<file path="src/rtl/tmr_start_pkg.sv">
package tmr_start_pkg;

  localparam int DATA_W   = 16;
  localparam int BYTE_W   = 8;
  localparam int NUM_BE   = DATA_W / BYTE_W;
  localparam int NUM_CH   = 4;
  // channels that can run as split 8-bit timers
  localparam logic [NUM_CH-1:0] SPLIT_CH = 4'b1010;

  function automatic int count_split();
    int n;
    n = 0;
    for (int c = 0; c < NUM_CH; c++) if (SPLIT_CH[c]) n++;
    return n;
  endfunction

  localparam int NUM_SPLIT = count_split();
  localparam int NUM_LANES = NUM_CH + NUM_SPLIT;

  // bit position of a lane's trigger inside the write word
  function automatic int lane_pos(int lane);
    int k;
    if (lane < NUM_CH) return lane;
    k = lane - NUM_CH;
    for (int c = 0; c < NUM_CH; c++) begin
      if (SPLIT_CH[c]) begin
        if (k == 0) return BYTE_W + c;
        k--;
      end
    end
    return 0;
  endfunction

  function automatic logic [DATA_W-1:0] trig_bits();
    logic [DATA_W-1:0] m;
    m = '0;
    for (int l = 0; l < NUM_LANES; l++) m[lane_pos(l)] = 1'b1;
    return m;
  endfunction

  function automatic logic [NUM_LANES-1:0] high_lanes();
    logic [NUM_LANES-1:0] m;
    m = '0;
    for (int l = 0; l < NUM_LANES; l++) m[l] = (lane_pos(l) >= BYTE_W);
    return m;
  endfunction

  localparam logic [DATA_W-1:0]    TRIG_MASK = trig_bits();
  localparam logic [NUM_LANES-1:0] HI_LANES  = high_lanes();

endpackage

</file>
<file path="src/rtl/tmr_reset_sync.sv">
module tmr_reset_sync #(
  parameter int STAGES = 2
) (
  input  logic clk,
  input  logic rst_n,
  output logic rst_n_sync
);

  logic [STAGES-1:0] chain_q;
  logic [STAGES-1:0] chain_d;

  always_comb chain_d = {chain_q[STAGES-2:0], 1'b1};

  always_ff @(posedge clk or negedge rst_n) begin
    if (!rst_n) chain_q <= '0;
    else        chain_q <= chain_d;
  end

  assign rst_n_sync = chain_q[STAGES-1];

endmodule

</file>
<file path="src/rtl/tmr_write_decode.sv">
module tmr_write_decode
  import tmr_start_pkg::*;
#(
  parameter int LANES = NUM_LANES
) (
  input  logic              clk,
  input  logic              rst_n,
  input  logic              bus_sel,
  input  logic              bus_wr,
  input  logic [NUM_BE-1:0] bus_be,
  input  logic [DATA_W-1:0] bus_wdata,
  output logic [LANES-1:0]  trig_set
);

  logic wr_hit;
  assign wr_hit = bus_sel & bus_wr;

  for (genvar g = 0; g < LANES; g++) begin : g_lane
    localparam int POS  = lane_pos(g);
    localparam int BYTE = POS / BYTE_W;
    assign trig_set[g] = wr_hit & bus_be[BYTE] & bus_wdata[POS];
  end

  // only reserved bits set -> nothing armed
  assert_reserved_ignored_R5: assert property (@(posedge clk) disable iff (!rst_n)
    (wr_hit && ((bus_wdata & TRIG_MASK) == '0)) |-> (trig_set == '0));

  // low-byte write never reaches the upper-half lanes
  assert_low_byte_spares_high_R6: assert property (@(posedge clk) disable iff (!rst_n)
    (wr_hit && bus_be == 2'b01) |-> ((trig_set & HI_LANES) == '0));

  // no write, no trigger
  assert_idle_no_trigger_R3: assert property (@(posedge clk) disable iff (!rst_n)
    !wr_hit |-> (trig_set == '0));

endmodule

</file>
<file path="src/rtl/tmr_trigger_stage.sv">
module tmr_trigger_stage #(
  parameter int LANES = tmr_start_pkg::NUM_LANES
) (
  input  logic             clk,
  input  logic             rst_n,
  input  logic [LANES-1:0] trig_set,
  output logic [LANES-1:0] trig_q
);

  logic [LANES-1:0] trig_d;
  logic             trig_en;

  // a held trigger is consumed at the edge that raises its enable bit
  always_comb begin
    trig_d  = trig_set;
    trig_en = (|trig_set) | (|trig_q);
  end

  always_ff @(posedge clk or negedge rst_n) begin
    if (!rst_n)       trig_q <= '0;
    else if (trig_en) trig_q <= trig_d;
  end

  // a trigger lives one cycle unless rewritten
  assert_trigger_self_clears_R7: assert property (@(posedge clk) disable iff (!rst_n)
    ((|trig_q) && trig_set == '0) |=> (trig_q == '0));

endmodule

</file>
<file path="src/rtl/tmr_enable_bank.sv">
module tmr_enable_bank #(
  parameter int LANES = tmr_start_pkg::NUM_LANES
) (
  input  logic             clk,
  input  logic             rst_n,
  input  logic [LANES-1:0] trig_q,
  input  logic [LANES-1:0] stop_req,
  output logic [LANES-1:0] en_q,
  output logic [LANES-1:0] pulse_q
);

  for (genvar g = 0; g < LANES; g++) begin : g_bit
    logic en_d, en_ce, pulse_d, pulse_ce;

    always_comb begin
      // start beats stop
      en_d     = trig_q[g] | (en_q[g] & ~stop_req[g]);
      en_ce    = trig_q[g] | stop_req[g];
      pulse_d  = trig_q[g];
      pulse_ce = trig_q[g] | pulse_q[g];
    end

    always_ff @(posedge clk or negedge rst_n) begin
      if (!rst_n)     en_q[g] <= 1'b0;
      else if (en_ce) en_q[g] <= en_d;
    end

    always_ff @(posedge clk or negedge rst_n) begin
      if (!rst_n)        pulse_q[g] <= 1'b0;
      else if (pulse_ce) pulse_q[g] <= pulse_d;
    end

    assert_start_wins_R8: assert property (@(posedge clk) disable iff (!rst_n)
      trig_q[g] |=> (en_q[g] && pulse_q[g]));

    assert_stop_clears_R8: assert property (@(posedge clk) disable iff (!rst_n)
      (stop_req[g] && !trig_q[g]) |=> (!en_q[g] && !pulse_q[g]));

    assert_rise_has_pulse_R2: assert property (@(posedge clk) disable iff (!rst_n)
      $rose(en_q[g]) |-> pulse_q[g]);

    assert_pulse_needs_trigger_R7: assert property (@(posedge clk) disable iff (!rst_n)
      !trig_q[g] |=> !pulse_q[g]);
  end

endmodule

</file>
<file path="src/rtl/tmr_start_ctrl.sv">
module tmr_start_ctrl
  import tmr_start_pkg::*;
(
  input  logic                 clk,
  input  logic                 rst_n,
  input  logic                 bus_sel,
  input  logic                 bus_wr,
  input  logic [NUM_BE-1:0]    bus_be,
  input  logic [DATA_W-1:0]    bus_wdata,
  output logic [DATA_W-1:0]    bus_rdata,
  input  logic [NUM_LANES-1:0] stop_req,
  output logic [NUM_LANES-1:0] cnt_enable,
  output logic [NUM_LANES-1:0] start_pulse
);

  logic                 rst_n_sync;
  logic [NUM_LANES-1:0] trig_set;
  logic [NUM_LANES-1:0] trig_q;

  tmr_reset_sync #(.STAGES(2)) u_rst (
    .clk        (clk),
    .rst_n      (rst_n),
    .rst_n_sync (rst_n_sync)
  );

  tmr_write_decode #(.LANES(NUM_LANES)) u_dec (
    .clk       (clk),
    .rst_n     (rst_n_sync),
    .bus_sel   (bus_sel),
    .bus_wr    (bus_wr),
    .bus_be    (bus_be),
    .bus_wdata (bus_wdata),
    .trig_set  (trig_set)
  );

  tmr_trigger_stage #(.LANES(NUM_LANES)) u_trig (
    .clk      (clk),
    .rst_n    (rst_n_sync),
    .trig_set (trig_set),
    .trig_q   (trig_q)
  );

  tmr_enable_bank #(.LANES(NUM_LANES)) u_en (
    .clk      (clk),
    .rst_n    (rst_n_sync),
    .trig_q   (trig_q),
    .stop_req (stop_req),
    .en_q     (cnt_enable),
    .pulse_q  (start_pulse)
  );

  // trigger bits never read back
  assign bus_rdata = '0;

  // nothing active while the released reset is still propagating
  assert_quiet_in_reset_R1: assert property (@(posedge clk)
    !rst_n_sync |=> (cnt_enable == '0 && start_pulse == '0));

  // a pulse always leaves its enable bit set
  assert_pulse_implies_enable_R2: assert property (@(posedge clk) disable iff (!rst_n_sync)
    |start_pulse |-> ((start_pulse & ~cnt_enable) == '0));

endmodule

</file>
<file path="config.mk">
export PLATFORM = sky130hd
export DESIGN_NAME = tmr_start_ctrl
export DESIGN_NICKNAME = d
export VERILOG_FILES = /design/src/rtl/tmr_start_pkg.sv /design/src/rtl/tmr_reset_sync.sv /design/src/rtl/tmr_write_decode.sv /design/src/rtl/tmr_trigger_stage.sv /design/src/rtl/tmr_enable_bank.sv /design/src/rtl/tmr_start_ctrl.sv
export SDC_FILE = /design/constraint.sdc
export NUM_CORES = 1
export LEC_CHECK = 0
export CAP_MARGIN = 20
export CORE_MARGIN = 1
export CORE_UTILIZATION = 35
export CTS_CLUSTER_SIZE = 25
export DETAILED_ROUTE_END_ITERATION = 8
export PLACE_DENSITY_LB_ADDON = 0.05
export SYNTH_ARGS = -nofsm -noshare
export SYNTH_HDL_FRONTEND = slang
export SYNTH_SLANG_ARGS = --single-unit
</file>
<file path="constraint.sdc">
create_clock -name clk -period 1.85 [get_ports clk]
set_input_delay 0.2775 -clock clk [delete_from_list [all_inputs] [get_ports clk]]
set_output_delay 0.2775 -clock clk [all_outputs]
set_load 0.005 [all_outputs]
</file>
; ---- Word-level counts from Yosys, hierarchy flattened
; Index checks and enable logic that the tools add are counted.
; W data, S select, Z words.
[word_totals]
ff_bits = 20
in_bits = 28
output_inout_bits = 28
elab_cells = 56
[classes]
n_bitwise = 40
reduce_logical = 2
[ops]
columns = operator, n
row1 = $or A1 B1 Y1, 19
row2 = $and A1 B1 Y1, 15
row3 = $reduce_or A6 Y1, 2
row4 = $not A1 Y1, 6

; ---- Longest topological paths before layout
[logic_depth]
ltp_word = 5
mapped_depth = 2
depth_no_buf = 2

; ---- Cells and area by module
; A second synthesis with hierarchy kept.
[unflattened]
hier_cells = 68
area_unflattened_um2 = 793.3
[modules_own_cells]
columns = mod, n_inst, cells_per_inst, area_per_inst_um2
row1 = tmr_enable_bank, 1, 30, 390.4
row2 = tmr_trigger_stage, 1, 12, 172.7
row3 = tmr_start_ctrl, 1, 17, 123.9
row4 = tmr_reset_sync, 1, 3, 53.8
row5 = tmr_write_decode, 1, 6, 52.6

; ---- Worst setup path after synthesis
; No wires, ideal clock.
[synth_path]
path_type = input to register
start = input port bus_sel
end = register u_trig.trig_q[0]
setup_time_ps = 120
arrival_time_ps = 582
setup_slack_ps = 1148
path_stages = 2
path_cell_list = and2_4 -> and3_1
[synth_via]
elab_chain_len = 5
elab_cells_between_ends = 11
classes_between = bitwise: 10 / reduce/logical: 1
[synth_lines]
columns = element, line_no
row1 = start: declaration, tmr_start_ctrl.sv:6  ; input logic bus_sel,
row2 = $and A1 B1 Y1 (*), tmr_write_decode.sv:16  ; assign wr_hit = bus_sel & bus_wr;
row3 = $and A1 B1 Y1 (2 in series), tmr_write_decode.sv:21  ; assign trig_set[g] = wr_hit & bus_be[BYTE] & bus_wdata[POS];
row4 = $reduce_or A6 Y1, tmr_trigger_stage.sv:16  ; trig_en = (|trig_set) | (|trig_q);
row5 = $or A1 B1 Y1, tmr_trigger_stage.sv:16
row6 = end signal: assignment, tmr_trigger_stage.sv:21  ; else if (trig_en) trig_q <= trig_d;
row7 = end: declaration, tmr_trigger_stage.sv:7  ; output logic [LANES-1:0] trig_q
; Mark *: on every way between the ends. The rest lies on a longest branch, timed or not.
; A chain may end at the register's enable or synchronous reset.

; ---- Final worst setup path
[layout_path]
start = register u_en.en_q[4]
end = output port cnt_enable[4]
[layout_lines]
columns = element, line_no
row1 = start: declaration, tmr_enable_bank.sv:8  ; output logic [LANES-1:0] en_q,
row2 = start signal: indexed assignment, tmr_enable_bank.sv:25  ; else if (en_ce) en_q[g] <= en_d;
row3 = end: declaration, tmr_start_ctrl.sv:12  ; output logic [NUM_LANES-1:0] cnt_enable,
; No word-level cell between the ends.

==> results.py <==
metrics = {
    "run_status": {
        "status": "completed",
    },
    "clock_tree": {
        "cts_tree": "done",
        "htree_levels": 1,
        "cts_made_buffers": 3,
        "cts_setup_buffers": 0,
        "holdBufCountCts": 0,
        "clkSinkCount": 20,
        "clk_latency_ns": 0.28,
        "cts-root-buf": "clkbuf_4",
        "clkTransAtPathRegs_ns": 0.10,
        "cts_buffer_depth": 2,
        "cts_resized": 0,
    },
    "synthesis": {
        "yosys-mux-area-fraction_pct": 0,
        "synth_fa_ha_area_share_pct": 0,
        "synthDistinctLibCells": 8,
        "synth_xor_area_share_pct": 0,
        "synth_compound_area_share_pct": 5.89,
        "synth_top_family_by_area": "buffers and inverters",
        "ys_seq_area_share_pct": 65.5,
        "avgSynthCellArea_um2": 12.1,
        "syn_inst": 63,
        "synth_warnings": 0,
        "synthesis.area_um2": 764,
        "synthSimpleGateAreaFrac_pct": 6.06,
        "synth.ff_latch_count": 20,
    },
    "worst_setup_path": {
        "worstPathMaxFanout": 2,
        "path_class": "reg2out",
        "max_stage_delay_ns": 0.50,
        "cp.arrival_ns": 1.14,
        "cp-start-kind": "register",
        "crit_chain": "clkdlybuf4s50_1",
        "cp.buffers_inverters": 1,
        "r2r_cells": 0,
        "slowest_stage": "clkdlybuf4s50_1",
        "path_delay_family": "buffers and inverters",
        "cp-end-kind": "output port",
        "rr_endpoint": "u_en.pulse_q[0]",
        "ff2ff_setup_slack_ns": 1.13,
        "worstPathRequired_ns": 1.57,
        "timing.rr.start": "u_rst.chain_q[1]",
    },
    "route": {
        "first_pass_iters": 1,
        "wl_per_cell_um": 8.43,
        "drt_iter0_markers": 0,
        "viasPerCell": 3.69,
        "drc": 0,
        "drt-total-wl_um": 978,
        "drtAntennaViolNets": 0,
        "vias": 428,
    },
    "sta": {
        "tns_ns": 0,
        "slew_violations": 0,
        "fin_worst_skew_ns": 0.00301,
        "max_slew_margin_pct": 54.4,
        "setup_violations": 0,
        "fin_crit_ns": 1.42,
        "worstMarginPinSlew_ns": 0.683,
        "max_freq_mhz": 706,
        "rsz0062_at_grt": "no",
        "final_hold_viol_count": 0,
        "period_share_pct": 76.6,
    },
    "power": {
        "leakage_nw": 0.586,
        "pwr-share-seq_pct": 59.5,
        "p_sw_mw": 0.154,
        "p_int_mw": 0.629,
        "power.density_mw_per_mm2": 754,
        "p_clk_share_pct": 30.3,
        "ir_drop_mv": 0.374,
        "power_frac_comb_pct": 10.2,
        "swShare_pct": 19.7,
    },
    "cells_and_area": {
        "finalNonFillerCells": 116,
        "mostFrequentLayoutCells": "clkdlybuf4s50_1, dfrtp_1, conb_1",
        "final_common_cell": "clkdlybuf4s50_1",
        "nNetsFinal": 118,
        "layout-drive-gt1-share_pct": 5.62,
        "syn_to_final_growth_pct": 35.8,
        "diodes": 0,
    },
    "worst_hold_path": {
        "holdCritPathClass": "in2async",
    },
    "global_routing": {
        "track_usage_pct": 9.13,
        "antenna_found_initial": 0,
        "grt_pass1_wl_mm": 1.63,
        "grt_overflow_total": 0,
        "grt_max_degree": 19,
        "grt_pass1_vias": 368,
    },
    "place": {
        "routabilityCongestion": 0.572,
        "hpwl_um": 777,
        "io_buffers": 29,
        "dp.cells": 112,
    },
    "floorplan": {
        "fp.dieArea_mm2": 0.00238,
        "dieWidth_um": 48.7,
        "ios": 56,
        "core_mm2": 0.00200,
        "die_y_um": 48.7,
        "row_count": 16,
        "initial_core_util_pct": 38.2,
    },
    "job": {
        "drv_cap": 0,
    },
}
==> metrics by stage <==
| step | area, µm² | power [mW] | worst slack [ns] | util [%] | hold slack [ns] |
|---|---|---|---|---|---|
| after floorplan | 821 | 0.520 | 1.15 | - | -0.0181 |
| after global placement | 1000 | 0.555 | 0.706 | 50.1 | 0.315 |
| after detailed placement | 1000 | 0.556 | 0.692 | 50.1 | 0.318 |
| after CTS | 1040 | 0.798 | 0.411 | 51.9 | 0.128 |
| after global routing | 1040 | 0.827 | 0.355 | 51.9 | 0.128 |
| final | 1040 | 0.783 | 0.433 | 51.9 | 0.141 |
==> cells in the mapped netlist <==
library cell	count	area share (%)
inv_1	6	2.9
dfrtp_1	20	65
and2_4	1	1.1
clkbuf_1	6	2.9
and3_1	6	4.9
buf_4	16	16
a21o_1	6	5.9
conb_1	2	0.98
==> state kept, by name (all words and copies together) (netlist names) <==
name	count
u_en.en_q	6
u_rst.chain_q	2
u_trig.trig_q	6
u_en.pulse_q	6
==> power groups by stage <==
| stage | clock network (mW) | logic (mW) | registers, mW |
|---|---|---|---|
| floorplan | 0 | 0.0459 | 0.474 |
| global placement | 0 | 0.0796 | 0.475 |
| CTS | 0.251 | 0.0803 | 0.467 |
| global route | 0.269 | 0.0875 | 0.470 |
| detailed placement | 0 | 0.0801 | 0.476 |
| finish | 0.237 | 0.0799 | 0.466 |
==> area by class of cell <==
cell class | count | area (µm²)
Multi-Input combinational cell | 30 | 155
Clock buffer | 4 | 36.3
Tap cell | 27 | 33.8
Sequential cell | 20 | 500
Fill cell | 189 | 963
Inverter | 6 | 22.5
Timing Repair Buffer | 29 | 290
==> worst max path at each step <==
stage                  endpoint  cells after the start         start  slack [ns]
2_1_floorplan  u_trig.trig_q[0]                      2       bus_sel        1.15
3_3_place_gp   u_trig.trig_q[2]                      3       bus_sel        0.71
3_5_place_dp   u_trig.trig_q[2]                      3       bus_sel        0.69
4_1_cts           cnt_enable[4]                      1  u_en.en_q[4]        0.41
5_1_grt           cnt_enable[3]                      1  u_en.en_q[3]        0.36
6_report          cnt_enable[4]                      1  u_en.en_q[4]        0.43
==> layer usage <==
metal	vias up	GRT usage (%)	share of wire, %
li1	206	-	-
met2	25	13.7	51
met4	0	4.41	1.2
met3	2	2.83	8.2
met1	195	11.9	40
met5	-	0	0
==> cell families after synthesis <==
| group | Yosys count |
|---|---|
| buf+inv | 28 |
| flops | 20 |
| other cells | 2 |
| compound gates | 6 |
| simple gates | 7 |
Power figures use the tool's default switching activity.
